## config.mk

```make
export PLATFORM = sky130hd
export DESIGN_NAME = shreg_multi
export DESIGN_NICKNAME = d
export VERILOG_FILES = /design/src/rtl/shreg_pkg.sv /design/src/rtl/shreg_edge_fill.sv /design/src/rtl/shreg_cell.sv /design/src/rtl/shreg_multi.sv
export SDC_FILE = /design/constraint.sdc
export NUM_CORES = 1
export LEC_CHECK = 0
export ABC_AREA = 1
export BUFFER_PORTS_ARGS = -buffer_cell sky130_fd_sc_hd__buf_2
export CAP_MARGIN = 20
export CORE_MARGIN = 1
export CORE_UTILIZATION = 42
export CTS_BUF_LIST = sky130_fd_sc_hd__clkbuf_8 sky130_fd_sc_hd__clkbuf_16
export DETAILED_ROUTE_END_ITERATION = 16
export GPL_ROUTABILITY_DRIVEN = 1
export PLACE_DENSITY = 0.75
export SLEW_MARGIN = 20
export SYNTH_ARGS = -nofsm -noshare
export SYNTH_HDL_FRONTEND = slang
export SYNTH_SLANG_ARGS = --single-unit
```

## constraint.sdc

```tcl
create_clock -name clk -period 0.8 [get_ports clk]
set_input_delay 0 -clock clk [delete_from_list [all_inputs] [get_ports clk]]
set_output_delay 0 -clock clk [all_outputs]
set_load 0.01 [all_outputs]
```

## src/rtl/shreg_pkg.sv

```systemverilog
package shreg_pkg;
  typedef enum logic [1:0] {
    OP_HOLD  = 2'b00,
    OP_RIGHT = 2'b01,
    OP_LEFT  = 2'b10,
    OP_LOAD  = 2'b11
  } op_e;

  typedef enum logic [1:0] {
    K_LOGIC  = 2'b00,
    K_ARITH  = 2'b01,
    K_ROT    = 2'b10,
    K_SERIAL = 2'b11
  } kind_e;
endpackage

```

## src/rtl/shreg_edge_fill.sv

```systemverilog
// Works out the bit that enters each end of the register for every shift style.
module shreg_edge_fill
  import shreg_pkg::*;
(
  input  kind_e kind,
  input  logic  msb,
  input  logic  lsb,
  input  logic  ser_in,
  output logic  fill_hi,  // enters bit W-1 on a right shift
  output logic  fill_lo   // enters bit 0 on a left shift
);
  always_comb begin
    unique case (kind)
      K_LOGIC:  begin fill_hi = 1'b0;   fill_lo = 1'b0;   end
      K_ARITH:  begin fill_hi = msb;    fill_lo = 1'b0;   end
      K_ROT:    begin fill_hi = lsb;    fill_lo = msb;    end
      K_SERIAL: begin fill_hi = ser_in; fill_lo = ser_in; end
      default:  begin fill_hi = 1'b0;   fill_lo = 1'b0;   end
    endcase
  end
endmodule

```

## src/rtl/shreg_cell.sv

```systemverilog
// Next-state selector for one register bit.
module shreg_cell
  import shreg_pkg::*;
(
  input  op_e  op,
  input  logic cur,
  input  logic from_hi,  // neighbour toward MSB (used on right shift)
  input  logic from_lo,  // neighbour toward LSB (used on left shift)
  input  logic par,
  output logic nxt
);
  always_comb begin
    unique case (op)
      OP_HOLD:  nxt = cur;
      OP_RIGHT: nxt = from_hi;
      OP_LEFT:  nxt = from_lo;
      OP_LOAD:  nxt = par;
      default:  nxt = cur;
    endcase
  end
endmodule

```

## src/rtl/shreg_multi.sv

```systemverilog
module shreg_multi
  import shreg_pkg::*;
#(
  parameter int W = 8
) (
  input  logic         clk,
  input  logic         rst,
  input  logic [1:0]   op_sel,
  input  logic [1:0]   kind_sel,
  input  logic [W-1:0] par_in,
  input  logic         ser_in,
  output logic [W-1:0] q,
  output logic         shift_out
);
  localparam int MSB = W - 1;

  op_e          op;
  kind_e        kind;
  logic         fill_hi, fill_lo;
  logic [W-1:0] q_nxt;
  logic         so_nxt;

  assign op   = op_e'(op_sel);
  assign kind = kind_e'(kind_sel);

  shreg_edge_fill u_fill (
    .kind    (kind),
    .msb     (q[MSB]),
    .lsb     (q[0]),
    .ser_in  (ser_in),
    .fill_hi (fill_hi),
    .fill_lo (fill_lo)
  );

  for (genvar i = 0; i < W; i++) begin : g_bit
    logic hi_src, lo_src;
    if (i == MSB) begin : g_top
      assign hi_src = fill_hi;
    end else begin : g_mid_hi
      assign hi_src = q[i+1];
    end
    if (i == 0) begin : g_bot
      assign lo_src = fill_lo;
    end else begin : g_mid_lo
      assign lo_src = q[i-1];
    end
    shreg_cell u_cell (
      .op      (op),
      .cur     (q[i]),
      .from_hi (hi_src),
      .from_lo (lo_src),
      .par     (par_in[i]),
      .nxt     (q_nxt[i])
    );
  end

  always_comb begin
    unique case (op)
      OP_RIGHT: so_nxt = q[0];
      OP_LEFT:  so_nxt = q[MSB];
      default:  so_nxt = shift_out;
    endcase
  end

  always_ff @(posedge clk) begin
    if (rst) begin
      q         <= '0;
      shift_out <= 1'b0;
    end else begin
      q         <= q_nxt;
      shift_out <= so_nxt;
    end
  end


  a_r1_reset_clears: assert property (@(posedge clk)
    rst |=> (q == '0) && !shift_out);

  a_r2_hold_keeps: assert property (@(posedge clk) disable iff (rst)
    op_sel == 2'b00 |=> (q == $past(q)) && (shift_out == $past(shift_out)));

  a_r3_load_takes: assert property (@(posedge clk) disable iff (rst)
    op_sel == 2'b11 |=> (q == $past(par_in)) && (shift_out == $past(shift_out)));

  a_r4_right_out: assert property (@(posedge clk) disable iff (rst)
    op_sel == 2'b01 |=> shift_out == $past(q[0]));

  a_r5_left_out: assert property (@(posedge clk) disable iff (rst)
    op_sel == 2'b10 |=> shift_out == $past(q[MSB]));

  a_r6_arith_sign: assert property (@(posedge clk) disable iff (rst)
    (op_sel == 2'b01 && kind_sel == 2'b01) |=> q[MSB] == $past(q[MSB]));

  a_r7_arith_left_zero: assert property (@(posedge clk) disable iff (rst)
    (op_sel == 2'b10 && kind_sel == 2'b01) |=> !q[0]);

  a_r8_rot_wrap: assert property (@(posedge clk) disable iff (rst)
    (op_sel == 2'b10 && kind_sel == 2'b10) |=> q[0] == $past(q[MSB]));

  a_r9_serial_fill: assert property (@(posedge clk) disable iff (rst)
    (op_sel == 2'b01 && kind_sel == 2'b11) |=> q[MSB] == $past(ser_in));
endmodule

```

# Yosys cells after proc, flatten, opt, wreduce, memory -nomap -nowiden

Cells that the tools add are included.

Memory bits (writable): 0
ROM bits: 0
Logic and storage cells: 27
Output and inout port bits: 9
Latch bits: 0
Register bits: 9
Memories kept: 0

Eq/ne operators: 7
Order comparisons: 0
Reductions and logical operators: 5
Multiply operators: 0
Divide/modulo/power cells: 0
Shifts and indexed selects: 0
Multiplexer cells: 11
Add/sub/neg operators: 0
Bitwise operators: 1

Operators with widths:

| operator                                                              | number |
|---|---|
| 1-bit case mux with 3 select lines                                    | 10 |
| 2-bit equality test, second input constant                            | 4 |
| 2-bit by 1-bit equality test with 1-bit output, second input constant | 2 |
| 2-bit zero test                                                       | 2 |
| 2-bit != test, second input constant                                  | 1 |
| 1-bit case mux with 2 select lines                                    | 1 |
| 2-bit AND reduction                                                   | 1 |
| 2-bit nonzero test                                                    | 1 |
| 2-bit OR reduction                                                    | 1 |
| 1-bit NOT                                                             | 1 |

# Depth between registers and ports, before layout

Depth after elaboration: 4
Depth in mapped cells: 9

# Modules after synthesis

From an unflattened synthesis, not the netlist that was laid out.

Cell total of the unflattened synthesis: 148
Area total of the unflattened synthesis: 748.2 um^2

Modules (own cells, without submodules):

| module          | times used | cells an instance | sequential area each (um^2) | area each (um^2) |
|---|---|---|---|---|
| shreg_cell      | 8          | 13                | 0.0                         | 51.3 |
| shreg_multi     | 1          | 36                | 180.2                       | 301.5 |
| shreg_edge_fill | 1          | 8                 | 0.0                         | 36.3 |

# Worst setup path before layout

No wires, ideal clock.

Path kind: input-to-reg
Start point: input port op_sel[0]
End point: register q[7]
Slack: -0.036 ns
Data arrival time: 0.724 ns
Required time: 0.689 ns
Buffers on the path: 1
Stages: 9
Library setup time: 0.111 ns
Cell sequence: inv_1 > ha_1 > buf_6 > nand2_1 > nand2_1 > inv_1 > nand3_1 > nor2_1 > nor2_1

Cells in the longest elaborated chain, start to end: 3
Elaborated cells on any way between the ends: 8
Those cells by class: eq/ne: 4; mux: 1; bitwise: 1; reduce/logical: 2

RTL lines:

| what                                                                                     | RTL line          | source |
|---|---|---|
| from (decl)                                                                              | shreg_multi.sv:8  | `input logic [1:0] op_sel,` |
| 2-bit by 1-bit equality test with 1-bit output / 2-bit zero test (equally long branches) | shreg_cell.sv:13  | `unique case (op)` |
| 2-bit != test (no source line) / 1-bit NOT (equally long branches)                       | n/a               |  |
| 2-bit AND reduction (no source line)                                                     | n/a               |  |
| to (signal assigned)                                                                     | shreg_multi.sv:70 | `q <= q_nxt;` |
| to (decl)                                                                                | shreg_multi.sv:12 | `output logic [W-1:0] q,` |

Several ways; a longest one is shown, not always the timed one.
A chain may end at the register's enable or synchronous reset.

# Worst setup path in the final report

Start point: register q[6]
End point: register q[7]

Cells in the longest elaborated chain, start to end: 1

RTL lines:

| what                               | RTL line |
|---|---|
| 1-bit case mux with 3 select lines | shreg_cell.sv:13 |

Every way passes these cells.

==> PnR_summary.wiki <==
{| class="wikitable"
! Metric !! Value
|-
| Overflow left after global routing || 0
|-
| GPL Wtd Cong || around 0.84
|-
| Number of I/O port buffers || 23
|-
| Setup Crit Path Kind || reg2reg
|-
| Area added between synthesis and finish || 24.95%
|-
| N_diodes || 0
|-
| Total count of hold-check failures in the final report || 0
|-
| Top Family by Delay on Critical Path || flip-flops
|-
| Count of hold-fix buffers inserted at cts || 0
|-
| Setup crit end kind || flip-flop
|-
| Antenna-violating nets left || 0
|-
| Commonest non-fill, non-tap cell in the layout || sky130_fd_sc_hd__nand2_1
|-
| Max FO, Critical Path || 4
|-
| CTS tree || done
|-
| Worst R2R Path Depth || 6
|-
| Leakage component of the power || just over 0.0004 uW
|-
| Cell depth of the worst setup path || 6
|-
| TritonCTS sink count || 9
|-
| Net count after synthesis || around 110
|-
| Setup repair after global routing missed its margin || yes
|-
| Number of distinct standard cells referenced by the synthesized netlist || 15
|-
| Largest incremental delay on the critical path || 0.33 ns
|-
| Arrival time of the worst setup path || ~0.90 ns
|-
| Chain of cells forming the critical path || nand2_1, nand2_1, inv_1, nand3_1, nor2_1, nor2_1
|-
| Detailed-route wire length || between 1000 and 1500 microns
|-
| Most used cells in the layout excluding fill and tap cells || sky130_fd_sc_hd__nand2_1 (24), sky130_fd_sc_hd__buf_2 (23), sky130_fd_sc_hd__inv_1 (9), sky130_fd_sc_hd__a21oi_1 (8)
|-
| Count of pins over their slew limit || 0
|-
| Yosys warnings || 0
|-
| Share of cells above drive strength 1 || between 30% and 40%
|-
| Number of setup violations in the final report || 0
|-
| Worst-Skew Late Latency || 0.23 ns
|-
| Register clock-pin slew on the reported worst setup and hold paths || around 0.05 ns
|-
| Slew at the pin closest to its max-slew limit || roughly 0.24 ns
|-
| Clock period minus final worst setup slack || 0.7727 ns
|-
| Horiz. Die Dim || between 40 and 50 microns
|-
| Period utilization || slightly below 100%
|-
| IO Count || 24
|-
| Hold-critical path depth || 3
|-
| Core Area || 0.001334 sq mm
|-
| Via total after detailed routing || between 600 and 700
|-
| Count of placed standard cells including taps || ~130
|-
| Antenna violations before repair || 0
|-
| Global-route wire length before repair || 2063 microns
|-
| Proportion of synthesized chip area in sequential cells || approximately 29%
|-
| Final nets || between 100 and 150
|-
| Gr usage total || slightly below 20%
|-
| Number of CTS-inserted buffers || 3
|-
| Fill cell instance count of the final layout || roughly 130
|-
| Deepest clock path buffer count || 2
|-
| DRC violations left || 0
|-
| Via count of the first global-routing pass || 523
|-
| Skew final || around 0.0044 ns
|-
| Largest net degree at the start of global routing || 10
|-
| Netlist area before placement || between 600 and 700 sq um
|-
| Number of rows created at floorplan || 13
|-
| Max IR drop VDD || about 660 uV
|-
| Maxcap violations || 0
|-
| Routed length per instance || 10.60 microns
|-
| Area after DPL || between 700 and 800 sq um
|-
| Finished layout cell area || 777.0 sq um
|-
| Post-detailed-route via-to-cell ratio || approximately 5
|-
| Clock tree root driver cell || sky130_fd_sc_hd__clkbuf_8
|-
| Starting Density || between 40% and 50%
|-
| HPWL after detailed placement || 1032 microns
|-
| Tightest slew margin relative to the limit || about 84%
|-
| Total power per unit cell area || approximately 1700 mW/mm^2
|-
| Final Non-Filler Cells || approximately 130
|-
| Cell with the biggest individual delay on the critical path || sky130_fd_sc_hd__dfxtp_2
|-
| Count of H-tree levels built during CTS || 1
|-
| Status || finished, final reports clean
|-
| Path class of the lowest-slack min-delay path || in2reg
|-
| Top achievable clock speed || between 1000 and 1500 MHz
|-
| Synth Area per Inst || slightly below 7 sq um
|-
| Initial DRT Pass Iterations || 4
|-
| Sum Neg Setup Slack || 0 ns
|-
| Endpoint required time on the critical path || roughly 0.92 ns
|-
| Startpoint class of the critical path || flip-flop
|-
| Detailed Route Iter0 Violations || 18
|-
| Buf+Inv Stages, Crit Path || 1
|-
| Area of the die || 0.001639 sq mm
|-
| Register bit count reported by yosys || 9
|-
| Syn Inst Count || 90
|-
| Height of the chip || between 40 and 50 microns
|}
==> synthesized netlist by cell type <==
cell type | n | share of area, %
sky130_fd_sc_hd__inv_1 | 8 | 4.8
sky130_fd_sc_hd__a21oi_2 | 1 | 1.4
sky130_fd_sc_hd__a21oi_1 | 8 | 6.4
sky130_fd_sc_hd__nor2_1 | 2 | 1.2
sky130_fd_sc_hd__ha_1 | 4 | 8.0
sky130_fd_sc_hd__nor2_4 | 1 | 1.8
sky130_fd_sc_hd__o211ai_1 | 1 | 1.2
sky130_fd_sc_hd__nand3_1 | 6 | 4.8
sky130_fd_sc_hd__a31oi_1 | 6 | 6.0
sky130_fd_sc_hd__o21ai_0 | 7 | 5.6
sky130_fd_sc_hd__inv_2 | 3 | 1.8
sky130_fd_sc_hd__dfxtp_1 | 9 | 29
sky130_fd_sc_hd__buf_6 | 2 | 3.6
sky130_fd_sc_hd__nand2_1 | 24 | 14
sky130_fd_sc_hd__buf_4 | 8 | 9.7
==> worst min-delay path: stages <==
cell	delay, ns
sky130_fd_sc_hd__buf_2	0.09
sky130_fd_sc_hd__nand2_1	0.06
sky130_fd_sc_hd__a31oi_1	0.07
==> routing by layer <==
layer	up-vias	part of all wire, %	GRT usage (%)
li1	334	-	-
met4	0	1.4	10.00
met2	21	46	30.56
met3	2	4.2	3.333
met5	-	0	0
met1	281	48	24.35
==> where the power goes <==
group / total (uW) / switching (uW) / internal (uW)
Combinational: 282 / 151 / 131
Sequential: 527 / 36.4 / 491
Clock: 516 / 181 / 334
==> path summary, 6_finish.rpt <==
kind                           from                 to  slack (ns)
hold / removal            par_in[3]  q[3]$_SDFFE_PP0P_        0.04
setup reg to reg  q[6]$_SDFFE_PP0P_  q[7]$_SDFFE_PP0P_        0.03
setup / recovery  q[6]$_SDFFE_PP0P_  q[7]$_SDFFE_PP0P_        0.03
hold reg to reg   q[5]$_SDFFE_PP0P_  q[6]$_SDFFE_PP0P_        0.50
==> registers in the layout, indices dropped and copies added (netlist names) <==
signal / cells
q: 8
shift_out: 1
==> stage by stage <==
| step | power [uW] | hold WS (ns) | worst slack, ns | util [%] |
|---|---|---|---|---|
| after global routing | 1401 | 0.05597 | -0.04767 | 58.26 |
| after global placement | 807.9 | 0.2719 | -0.1067 | 54.60 |
| after floorplan | 731.9 | 0.1612 | 0.01050 | - |
| final | 1325 | 0.03770 | 0.02726 | 58.26 |
| after detailed placement | 812.9 | 0.2808 | -0.1328 | 54.60 |
| after CTS | 1327 | 0.03944 | 0.005122 | 58.07 |
==> kinds of logic (layout without fill, tap and decap cells) <==
kind of cell | count (synthesis) | after routing | synth area share [%]
simple gates | 33 | 33 | 22.34
compound gates | 23 | 23 | 20.73
buf+inv | 21 | 45 | 19.92
flops | 9 | 9 | 28.97
fa+ha+maj | 4 | 4 | 8.049
==> cell type report <==
class | count | area [sq um] | area share, %
Clock buffer | 3 | 41.29 | 5.314
Timing Repair Buffer | 30 | 167.7 | 21.58
Multi-Input combinational cell | 60 | 320.3 | 41.22
Clock inverter | 1 | 3.754 | 0.4831
Inverter | 11 | 41.29 | 5.314
Sequential cell | 9 | 183.9 | 23.67
Tap cell | 15 | 18.77 | 2.415
==> repair_timing <==
item / in CTS / in global routing
pin swaps: 0 / 1
resized for setup: 1 / 2
endpoints found under the setup margin: 1 / 4
buffers inserted: 0 / 0
Power figures use the tool's default switching activity.
